**src/rtl/pin_irq_pkg.sv**
```systemverilog
package pin_irq_pkg;

  // Sense selector for a dedicated request pin.
  typedef enum logic [1:0] {
    SNS_LOW  = 2'b00,
    SNS_ANY  = 2'b01,
    SNS_FALL = 2'b10,
    SNS_RISE = 2'b11
  } sense_e;

  function automatic int grp_count(input int pins, input int per_grp);
    return (pins + per_grp - 1) / per_grp;
  endfunction

endpackage

```
**src/rtl/pin_edge_det.sv**
```systemverilog
module pin_edge_det #(
  parameter int W      = 1,
  parameter int STAGES = 2
) (
  input  logic         clk,
  input  logic         rst,
  input  logic [W-1:0] din,
  output logic [W-1:0] level,
  output logic [W-1:0] rise,
  output logic [W-1:0] fall
);

  logic [W-1:0] chain_q [STAGES];
  logic [W-1:0] prev_q;

  always_ff @(posedge clk) begin
    if (rst) begin
      for (int k = 0; k < STAGES; k++) chain_q[k] <= '0;
      prev_q <= '0;
    end else begin
      chain_q[0] <= din;
      for (int k = 1; k < STAGES; k++) chain_q[k] <= chain_q[k-1];
      prev_q <= chain_q[STAGES-1];
    end
  end

  assign level = chain_q[STAGES-1];
  assign rise  = level & ~prev_q;
  assign fall  = ~level & prev_q;

endmodule

```
**src/rtl/ext_sense_unit.sv**
```systemverilog
module ext_sense_unit
  import pin_irq_pkg::*;
(
  input  logic       clk,
  input  logic       rst,
  input  logic       level,
  input  logic       rise,
  input  logic       fall,
  input  logic [1:0] sense,
  input  logic       en,
  input  logic       clr,
  output logic       req
);

  sense_e mode;
  logic   hit;

  assign mode = sense_e'(sense);

  always_comb begin
    case (mode)
      SNS_ANY:  hit = rise | fall;
      SNS_FALL: hit = fall;
      SNS_RISE: hit = rise;
      default:  hit = 1'b0;
    endcase
  end

  always_ff @(posedge clk) begin
    if (rst) begin
      req <= 1'b0;
    end else if (mode == SNS_LOW) begin
      req <= en & ~level;
    end else begin
      req <= (req & ~clr) | (en & hit);
    end
  end

endmodule

```
**src/rtl/pc_group_unit.sv**
```systemverilog
module pc_group_unit #(
  parameter int W = 8
) (
  input  logic         clk,
  input  logic         rst,
  input  logic [W-1:0] chg,
  input  logic [W-1:0] mask,
  input  logic         en,
  input  logic         clr,
  output logic         req
);

  logic hit;

  assign hit = |(chg & mask);

  always_ff @(posedge clk) begin
    if (rst) req <= 1'b0;
    else     req <= (req & ~clr) | (en & hit);
  end

endmodule

```
**src/rtl/pin_irq_ctrl.sv**
```systemverilog
module pin_irq_ctrl
  import pin_irq_pkg::*;
#(
  parameter  int NUM_EXT     = 2,
  parameter  int NUM_PC      = 28,
  parameter  int GRP_W       = 8,
  parameter  int SYNC_STAGES = 2,
  localparam int NUM_GRP     = grp_count(NUM_PC, GRP_W)
) (
  input  logic                 clk,
  input  logic                 rst,
  input  logic [NUM_EXT-1:0]   ext_pin,
  input  logic [2*NUM_EXT-1:0] ext_sense,
  input  logic [NUM_EXT-1:0]   ext_en,
  input  logic [NUM_EXT-1:0]   w1c_ext,
  input  logic [NUM_EXT-1:0]   ack_ext,
  input  logic [NUM_PC-1:0]    pc_pin,
  input  logic [NUM_PC-1:0]    pc_mask,
  input  logic [NUM_GRP-1:0]   grp_en,
  input  logic [NUM_GRP-1:0]   w1c_grp,
  input  logic [NUM_GRP-1:0]   ack_grp,
  output logic [NUM_EXT-1:0]   ext_req,
  output logic [NUM_GRP-1:0]   grp_req
);

  logic [NUM_EXT-1:0] ext_lvl, ext_rise, ext_fall;
  logic [NUM_PC-1:0]  pc_lvl, pc_rise, pc_fall, pc_chg;

  pin_edge_det #(.W(NUM_EXT), .STAGES(SYNC_STAGES)) u_ext_det (
    .clk(clk), .rst(rst), .din(ext_pin),
    .level(ext_lvl), .rise(ext_rise), .fall(ext_fall)
  );

  pin_edge_det #(.W(NUM_PC), .STAGES(SYNC_STAGES)) u_pc_det (
    .clk(clk), .rst(rst), .din(pc_pin),
    .level(pc_lvl), .rise(pc_rise), .fall(pc_fall)
  );

  assign pc_chg = pc_rise | pc_fall;

  for (genvar i = 0; i < NUM_EXT; i++) begin : g_ext
    ext_sense_unit u_sense (
      .clk(clk), .rst(rst),
      .level(ext_lvl[i]), .rise(ext_rise[i]), .fall(ext_fall[i]),
      .sense(ext_sense[2*i +: 2]), .en(ext_en[i]),
      .clr(w1c_ext[i] | ack_ext[i]),
      .req(ext_req[i])
    );
  end

  for (genvar g = 0; g < NUM_GRP; g++) begin : g_grp
    localparam int LO = g * GRP_W;
    localparam int HI = (LO + GRP_W > NUM_PC) ? NUM_PC - 1 : LO + GRP_W - 1;
    localparam int GW = HI - LO + 1;
    pc_group_unit #(.W(GW)) u_grp (
      .clk(clk), .rst(rst),
      .chg(pc_chg[HI:LO]), .mask(pc_mask[HI:LO]),
      .en(grp_en[g]), .clr(w1c_grp[g] | ack_grp[g]),
      .req(grp_req[g])
    );
  end

endmodule

```
**config.mk**
```make
export PLATFORM = sky130hd
export DESIGN_NAME = pin_irq_ctrl
export DESIGN_NICKNAME = d
export VERILOG_FILES = /design/src/rtl/pin_irq_pkg.sv /design/src/rtl/pin_edge_det.sv /design/src/rtl/ext_sense_unit.sv /design/src/rtl/pc_group_unit.sv /design/src/rtl/pin_irq_ctrl.sv
export SDC_FILE = /design/constraint.sdc
export NUM_CORES = 1
export LEC_CHECK = 0
export ABC_CLOCK_PERIOD_IN_PS = 1700
export BUFFER_PORTS_ARGS = -buffer_cell sky130_fd_sc_hd__buf_2
export CAP_MARGIN = 15
export CORE_ASPECT_RATIO = 1.75
export CORE_MARGIN = 5
export CORE_UTILIZATION = 49
export DETAILED_ROUTE_END_ITERATION = 6
export GPL_TIMING_DRIVEN = 0
export HOLD_SLACK_MARGIN = 0.1
export PLACE_DENSITY = 0.74
export SYNTH_ARGS = -nofsm -noshare
export SYNTH_HDL_FRONTEND = slang
export SYNTH_HIERARCHICAL = 1
export SYNTH_SLANG_ARGS = --single-unit
```
**constraint.sdc**
```tcl
create_clock -name clk -period 1.7 [get_ports clk]
set_input_delay 0.085 -clock clk [delete_from_list [all_inputs] [get_ports clk]]
set_output_delay 0.085 -clock clk [all_outputs]
set_load 0.005 [all_outputs]
```
==> results of run 1 <==
sequential cells by signal (all words and copies together), names as in the netlist:
| name | flops |
|---|---|
| g_ext.u_sense/req | 2 |
| u_pc_det/chain_q | 56 |
| u_ext_det/chain_q | 4 |
| g_grp.u_grp/req | 4 |
| u_pc_det/prev_q | 28 |
| u_ext_det/prev_q | 2 |
final cells by class:
type / instances / area [um2]
Buffer: 11 / 100
Tap cell: 84 / 105
Multi-Input combinational cell: 224 / 1470
Clock buffer: 14 / 274
Fill cell: 552 / 2160
Timing Repair Buffer: 129 / 856
Sequential cell: 96 / 1920
Inverter: 5 / 18.8
cells in the final DEF (no fill, tap or decap), types with 5 or more instances in the layout:
master,n
nor2b_1,152
dfxtp_1,96
buf_2,89
dlygate4sd3_1,42
or2_1,34
clkbuf_16,9
a22oi_1,9
buf_6,6
inv_1,5
tightest hold or removal path: cells and delay by family:
kind / cells / cell delay, ns
buf+inv: 1 / 0.11
compound gates: 2 / 0.20
power groups by stage:
stage	registers [mW]	logic (mW)	clock network (mW)
detailed placement	2.43	0.352	0
global placement	2.43	0.342	0
CTS	2.38	0.427	1.91
finish	2.38	0.424	1.85
global route	2.39	0.472	2.00
floorplan	2.42	0.203	0
metrics by stage:
stage	hold slack (ns)	power, mW
after detailed placement	0.300	2.78
final	0.105	4.65
after global routing	0.120	4.86
after global placement	0.292	2.77
after CTS	0.101	4.71
after floorplan	0.154	2.63
per-layer routing:
layer	vias to the layer above	wire length (um)	track usage, %
met3	10	359	2.97
li1	1336	-	-
met5	-	0	0
met4	0	176	10.5
met1	1143	2530	16.8
met2	59	3590	28.2
worst max-delay path by stage:
stage / to / slack, ns / cells past startpoint
floorplan: g_grp[0].u_grp/req$_SDFF_PP0_ / 0.46 / 5
CTS: g_ext[1].u_sense/req$_SDFF_PP0_ / 0.09 / 5
global route: g_ext[1].u_sense/req$_SDFF_PP0_ / 0.04 / 5
global placement: g_grp[1].u_grp/req$_SDFF_PP0_ / 0.39 / 5
finish: g_ext[1].u_sense/req$_SDFF_PP0_ / 0.10 / 5
detailed placement: g_grp[0].u_grp/req$_SDFF_PP0_ / 0.35 / 5
==> impl_metrics.py, run 1 <==
metrics = {
    "die": {
        "num_io_pins": 88,
        "initial_core_util_pct": 50.8,
        "rows": 40,
        "die_height_um": 122,
        "die-area_um2": 9020,
        "chipWidth_um": 74.0,
        "core_um2": 6910,
    },
    "finish": {
        "final_cells": 563,
        "drive_gt1_share_pct": 24.8,
        "antennaDiodeCount": 0,
        "final_util_pct": 68.7,
        "syn_to_final_growth_pct": 35.2,
        "final_area_um2": 4740,
        "nets": 558,
    },
    "sta": {
        "tns_ns": 0,
        "rsz0062_at_grt": "no",
        "slew_viol_final": 0,
        "fin_crit_sh_pct": 93.9,
        "setup_violations": 0,
        "finalCriticalPeriod_ns": 1.60,
        "finClkSkew_ns": 0.00264,
        "timing.fmax_mhz": 627,
        "relSlewSlack_pct": 72.2,
        "layout_setup_ws_ns": 0.104,
        "hold_violations": 0,
        "tightest_slew_ns": 0.416,
    },
    "worst_setup_path": {
        "critical_path_required_ns": 1.96,
        "cp_cell_sequence": "nor2b_1 -> nand2_1 -> a21o_2 -> dlygate4sd3_1 -> a211oi_2",
        "rr_startpoint": "u_ext_det/prev_q[1]$_SDFF_PP0_",
        "max_stage_delay_ns": 0.57,
        "crit_start": "u_ext_det/prev_q[1]$_SDFF_PP0_",
        "slowest_stage": "dlygate4sd3_1",
        "reg2reg_slack_ns": 0.10,
        "endpoint_kind": "register",
        "cp_top_family": "buffers and inverters",
        "worstPathArrival_ns": 1.85,
        "setup.worst_path.class": "reg2reg",
        "critPathMaxFanout": 2,
        "r2r_end": "g_ext[1].u_sense/req$_SDFF_PP0_",
        "crit_buf_inv": 1,
        "start_kind": "register",
        "r2r_cells": 5,
    },
    "power_and_ir_drop": {
        "clkPwrFrac_pct": 39.7,
        "combPwrFrac_pct": 9.1,
        "pwr_density_cell_nw_per_um2": 981,
        "intPower_mw": 3.71,
        "switching_share_pct": 20.2,
        "ir_worst_vdd_uv": 966,
        "p_leak_nw": 2.15,
        "power.share.sequential_pct": 51.2,
        "p_sw_uw": 940,
    },
    "drt": {
        "drtIter0Drc": 80,
        "drcViolationCount": 0,
        "num_vias": 2548,
        "drt_wl_total_um": 6650,
        "wl_per_cell_um": 11.8,
        "postRouteAntennaNets": 0,
        "drtPass1Iterations": 4,
        "via_per_inst": 4.53,
    },
    "placed_design": {
        "dpl.cell_count": 507,
        "dp_worst_setup_slack_ns": 0.352,
        "dp_hpwl_um": 4470,
        "place.gp.congestion": 0.717,
        "dpl-instance-area_um2": 4050,
        "port-buffer-count": 87,
    },
    "worst_hold_path": {
        "hold_start": "ext_en[1]",
        "hold_path_depth": 3,
        "hold_end": "g_ext[1].u_sense/req$_SDFF_PP0_",
        "min_path_type": "in2reg",
    },
    "grt": {
        "grt_overflow_total": 0,
        "grt_pass1_vias": 2510,
        "antenna_found_initial": 0,
        "grt.total_usage_pct": 16.0,
        "grt_pass1_wl_um": 10900,
        "grt_max_degree": 19,
    },
    "yosys": {
        "avgSynthCellArea_um2": 10.4,
        "syn_inst": 336,
        "yosysWarnings": 6,
        "syn_nets": 418,
        "netlist_area_um2": 3510,
    },
    "clocking": {
        "cts_made_buffers": 9,
        "insertion_delay_ns": 0.33,
        "cts_tree": "yes",
        "holdBufCountCts": 42,
        "cts_setup_buffers": 0,
        "clk_pin_slew_worst_paths_ns": 0.06,
        "cts_sinks": 96,
        "htreeDepth": 3,
        "cts-root-buf": "clkbuf_16",
        "cts_resized": 0,
        "clockBufferDepth": 2,
    },
    "run": {
        "drv_cap": 0,
    },
    "status": {
        "status": "completed",
    },
}
(Power assumes the default switching activity.)
==> inputs of run 2 (changes only) <==
- ABC_CLOCK_PERIOD_IN_PS: 1700 -> 1300
- CORE_UTILIZATION: 49 -> 48
- PLACE_DENSITY: 0.74 -> 0.75
- clock period: 1.7 -> 1.3 ns (I/O delays scaled with it)
==> impl_metrics.py, run 2 (synthesis results as in run 1) <==
metrics = {
    "status": {
        "status": "completed",
    },
    "finish": {
        "syn_to_final_growth_pct": 37.9,
        "regMostFlops": "u_pc_det/chain_q",
        "final_common_cell": "nor2b_1",
        "fillers": 568,
        "final_cell_mix": "152 x nor2b_1, 92 x dfxtp_1, 89 x buf_2",
        "final_area_um2": 4840,
        "antennaDiodeCount": 0,
        "drive_gt1_share_pct": 26.9,
        "nets": 560,
        "final_util_pct": 67.4,
        "largestRegisters": "u_pc_det/chain_q: 56 flops, u_pc_det/prev_q: 28 flops",
        "largest_register_ffs": 56,
    },
    "worst_setup_path": {
        "worstPathArrival_ns": 1.52,
        "r2r_cells": 5,
        "critPathMaxFanout": 2,
        "start_kind": "register",
        "critical_path_required_ns": 1.53,
        "crit_start": "u_pc_det/prev_q[3]$_SDFF_PP0_",
        "endpoint_kind": "register",
        "rr_startpoint": "u_pc_det/prev_q[3]$_SDFF_PP0_",
        "setup.worst_path.class": "reg2reg",
    },
    "power_and_ir_drop": {
        "combPwrFrac_pct": 8.8,
        "pwr_density_cell_nw_per_um2": 1330,
        "ir_worst_vdd_uv": 938,
        "p_sw_mw": 1.29,
        "clkPwrFrac_pct": 43.0,
        "switching_share_pct": 20.0,
        "power.share.sequential_pct": 48.2,
        "intPower_mw": 5.17,
        "p_leak_nw": 2.19,
        "total_power_mw": 6.46,
    },
    "sta": {
        "finalCriticalPeriod_ns": 1.29,
        "rsz0062_at_grt": "yes",
        "finClkSkew_ns": 0.00406,
        "slew_viol_final": 0,
        "fin_crit_sh_pct": 99.6,
        "timing.fmax_mhz": 772,
        "layout_setup_ws_ns": 0.00542,
        "relSlewSlack_pct": 72.8,
        "setup_violations": 0,
        "hold_violations": 0,
        "tns_ns": 0,
        "tightest_slew_ns": 0.408,
    },
    "clocking": {
        "cts_tree": "yes",
        "clockBufferDepth": 2,
        "clk_pin_slew_worst_paths_ns": 0.06,
        "cts_sinks": 96,
        "cts-root-buf": "clkbuf_16",
        "cts_made_buffers": 9,
        "cts_setup_buffers": 0,
        "insertion_delay_ns": 0.33,
        "htreeDepth": 3,
    },
    "drt": {
        "wl_per_cell_um": 11.6,
        "postRouteAntennaNets": 0,
        "drt_wl_total_um": 6610,
        "num_vias": 2567,
        "drcViolationCount": 0,
        "via_per_inst": 4.51,
        "drtPass1Iterations": 4,
        "drtIter0Drc": 45,
    },
    "die": {
        "core_um2": 7180,
        "chipWidth_um": 74.6,
        "rows": 41,
        "num_io_pins": 88,
        "die_height_um": 123,
        "initial_core_util_pct": 48.9,
        "die-area_um2": 9190,
    },
    "grt": {
        "grt_overflow_total": 0,
        "antenna_found_initial": 0,
        "grt.total_usage_pct": 15.1,
        "grt_max_degree": 19,
        "grt_pass1_wl_um": 10400,
        "grt_pass1_vias": 2519,
    },
    "placed_design": {
        "dp_hpwl_um": 4510,
        "dp_worst_setup_slack_ns": -0.0354,
        "place.gp.congestion": 0.757,
        "port-buffer-count": 87,
        "dpl-instance-area_um2": 4050,
    },
    "worst_hold_path": {
        "min_path_type": "in2reg",
        "hold_start": "pc_mask[23]",
        "hold_path_depth": 4,
    },
    "run": {
        "drv_cap": 0,
    },
}
run 2: cell count changes in the layout (fill, tap and decap cells not counted), moves of 2 or more:
cell and delta:
a22oi_1 -4, clkbuf_8 -2, clkinv_2 +2, dfxtp_2 +4, dfxtp_1 -4, dlygate4sd3_1 +2, a22oi_2 +4, bufinv_16 +2
run 2: final timing paths:
check / to / slack [ns]
worst min register to register: u_pc_det/chain_q[0][31]$_SDFF_PP0_ / 0.43
worst max register to register: g_grp[0].u_grp/req$_SDFF_PP0_ / 0.005
worst max-delay path: g_grp[0].u_grp/req$_SDFF_PP0_ / 0.005
worst min-delay path: g_grp[2].u_grp/req$_SDFF_PP0_ / 0.11
run 2: stage by stage:
stage | std cells | hold WS (ns)
floorplan | 336 | 0.134
global placement | 509 | 0.273
CTS | 569 | 0.100
finish | 569 | 0.108
detailed placement | 509 | 0.278
global route | 569 | 0.108
run 2: power by group through the flow:
stage | sequential [mW] | clock [mW] | combinational (mW)
after global placement | 3.17 | 0 | 0.446
after detailed placement | 3.18 | 0 | 0.459
after CTS | 3.11 | 2.85 | 0.561
final | 3.11 | 2.78 | 0.567
after global routing | 3.13 | 2.97 | 0.625
after floorplan | 3.17 | 0 | 0.266
run 2: area by class of cell:
type,instances,area [um2],share of cell area (%)
flip-flops and latches,96,1930,39.8
well taps,86,108,2.22
multi-input cells,224,1490,30.7
clock inverters,5,78.8,1.63
repair buffers,131,876,18.1
plain buffers,11,100,2.07
inverters,5,18.8,0.388
clock buffers,11,243,5.02
run 2: critical path: stages (launching register included):
cell     delay, ns
dfxtp_1       0.31
nor2b_1       0.12
or2_1         0.23
a22oi_2       0.18
nand4_1       0.12
a32o_1        0.23
run 2: timing repair:
action                                 CTS  global route
pin swaps                               16             1
setup endpoints to repair                3             3
hold buffers                            44             0
endpoints found under the hold margin   36             0
gates resized for setup                  4             4
run 2: metal layers:
metal	share of wire (%)	vias to the layer above	routed length, um	track usage [%]
met5	0	-	0	0
met3	5.0	10	332	4.15
met1	37	1152	2470	15.1
met2	55	60	3650	27.5
li1	-	1345	-	-
met4	2.3	0	151	7.80
==> inputs of run 3 (changes only) <==
- CORE_MARGIN: 5 -> unset
==> impl_metrics.py, run 3 (synthesis results as in run 1) <==
metrics = {
    "status": {
        "status": "finished, violations left",
        "violations": "negative setup slack",
    },
    "worst_setup_path": {
        "reg2reg_slack_ns": -0.03,
        "crit_start": "u_pc_det/prev_q[3]$_SDFF_PP0_",
        "r2r_cells": 5,
        "worstPathArrival_ns": 1.55,
        "critical_path_required_ns": 1.52,
        "rr_startpoint": "u_pc_det/prev_q[3]$_SDFF_PP0_",
        "critPathMaxFanout": 2,
        "start_kind": "register",
        "endpoint_kind": "register",
        "setup.worst_path.class": "reg2reg",
        "worstSetupEndpoint": "g_grp[0].u_grp/req$_SDFF_PP0_",
        "r2r_end": "g_grp[0].u_grp/req$_SDFF_PP0_",
    },
    "power_and_ir_drop": {
        "clkPwrFrac_pct": 44.0,
        "p_leak_nw": 2.20,
        "intPower_mw": 5.28,
        "switching_share_pct": 19.8,
        "total_power_mw": 6.58,
        "ir_worst_vdd_uv": 1150,
        "p_sw_mw": 1.31,
        "combPwrFrac_pct": 8.6,
        "power.share.sequential_pct": 47.3,
        "pwr_density_cell_nw_per_um2": 1350,
    },
    "grt": {
        "grt.total_usage_pct": 18.4,
        "grt_pass1_wl_um": 10300,
        "grt_pass1_vias": 2494,
        "grt_overflow_total": 0,
        "antenna_found_initial": 0,
        "grt_max_degree": 19,
    },
    "sta": {
        "tightest_slew_ns": 0.406,
        "layout_setup_ws_ns": -0.0303,
        "relSlewSlack_pct": 72.9,
        "finalCriticalPeriod_ns": 1.33,
        "rsz0062_at_grt": "yes",
        "setup_violations": 1,
        "finClkSkew_ns": 0.00412,
        "timing.fmax_mhz": 752,
        "hold_violations": 0,
        "slew_viol_final": 0,
        "whs_ns": 0.0961,
        "fin_crit_sh_pct": 102,
        "tns_ns": -0.0303,
    },
    "drt": {
        "drcViolationCount": 0,
        "via_per_inst": 4.57,
        "postRouteAntennaNets": 0,
        "drt_wl_total_um": 6490,
        "wl_per_cell_um": 11.4,
        "drtPass1Iterations": 4,
        "num_vias": 2593,
        "drtIter0Drc": 50,
    },
    "finish": {
        "drive_gt1_share_pct": 28.0,
        "fillers": 524,
        "final_util_pct": 69.9,
        "antennaDiodeCount": 0,
        "regMostFlops": "u_pc_det/chain_q",
        "syn_to_final_growth_pct": 38.5,
        "nets": 560,
        "largestRegisters": "u_pc_det/chain_q: 56 flops, u_pc_det/prev_q: 28 flops",
        "final_cell_mix": "152 x nor2b_1, 89 x buf_2, 88 x dfxtp_1",
        "final_area_um2": 4860,
        "largest_register_ffs": 56,
        "multi_input_area_um2": 1490,
        "final_common_cell": "nor2b_1",
        "regArea_um2": 1930,
    },
    "clocking": {
        "cts-root-buf": "clkbuf_16",
        "cts_tree": "yes",
        "htreeDepth": 3,
        "clockBufferDepth": 2,
        "cts_setup_buffers": 0,
        "insertion_delay_ns": 0.33,
        "cts_sinks": 96,
        "cts_made_buffers": 9,
        "clk_pin_slew_worst_paths_ns": 0.06,
    },
    "worst_hold_path": {
        "min_path_type": "in2reg",
        "hold_start": "pc_mask[13]",
    },
    "die": {
        "initial_core_util_pct": 50.4,
        "num_io_pins": 88,
        "die-area_um2": 7670,
        "die_height_um": 115,
        "core_um2": 6960,
        "chipWidth_um": 66.6,
        "rows": 40,
    },
    "run": {
        "drv_cap": 0,
    },
    "placed_design": {
        "dp_hpwl_um": 4160,
        "port-buffer-count": 87,
        "place.gp.congestion": 0.777,
        "dpl-instance-area_um2": 4050,
    },
}
==> run 3: changes by cell type in the layout (fill, tap and decap cells not counted), sizes merged <==
cell	previous run	this run
clkinv	2	1
clkbuf	11	12
==> run 3: routing by layer <==
metal	global-route usage [%]	wire (um)	vias to the layer above
met5	0	0	-
met4	10.8	193	0
met3	4.37	249	16
met2	35.3	3530	71
li1	-	-	1347
met1	16.6	2520	1159
==> run 3: worst min path at each step <==
stage,slack [ns],end,depth (start not counted)
detailed placement,0.28,u_pc_det/chain_q[0][19]$_SDFF_PP0_,2
CTS,0.10,g_grp[0].u_grp/req$_SDFF_PP0_,4
finish,0.1,g_grp[1].u_grp/req$_SDFF_PP0_,4
global placement,0.27,u_pc_det/chain_q[0][0]$_SDFF_PP0_,2
global route,0.11,g_grp[1].u_grp/req$_SDFF_PP0_,4
floorplan,0.13,g_grp[3].u_grp/req$_SDFF_PP0_,1
==> run 3: repair_timing <==
action                                 4_1_cts  5_1_grt
setup endpoints to repair                    3        4
cloned                                       0        0
endpoints found under the hold margin       36        0
pin swaps                                    9        8
hold buffers                                44        0
gates resized for setup                      4        8
==> run 3: final cells by class <==
cell class              count  share of cell area (%)
clock buffers              12                    5.48
inverters                   5                   0.386
repair buffers            131                    18.0
plain buffers              11                    2.06
flip-flops and latches     96                    39.8
multi-input cells         224                    30.6
clock inverters             4                    1.52
well taps                  84                    2.16
==> run 3: power by group through the flow <==
stage	combinational, mW	sequential (mW)	clock [mW]
floorplan	0.266	3.17	0
global placement	0.443	3.17	0
detailed placement	0.456	3.18	0
CTS	0.565	3.11	2.96
global route	0.626	3.13	3.06
finish	0.568	3.12	2.90
==> run 3: metrics by stage <==
step	cells	setup slack, ns
after floorplan	336	0.0613
after global placement	507	-0.00371
after detailed placement	507	-0.0636
after CTS	567	0.000769
after global routing	567	-0.110
final	567	-0.0303
==> run 3: worst max-delay path, cell delays in order, from the launching register on <==
cell and delay (ns):
dfxtp_1 0.32, nor2b_1 0.12, or2_1 0.23, a22oi_2 0.18
nand4_1 0.12, a32o_1 0.25
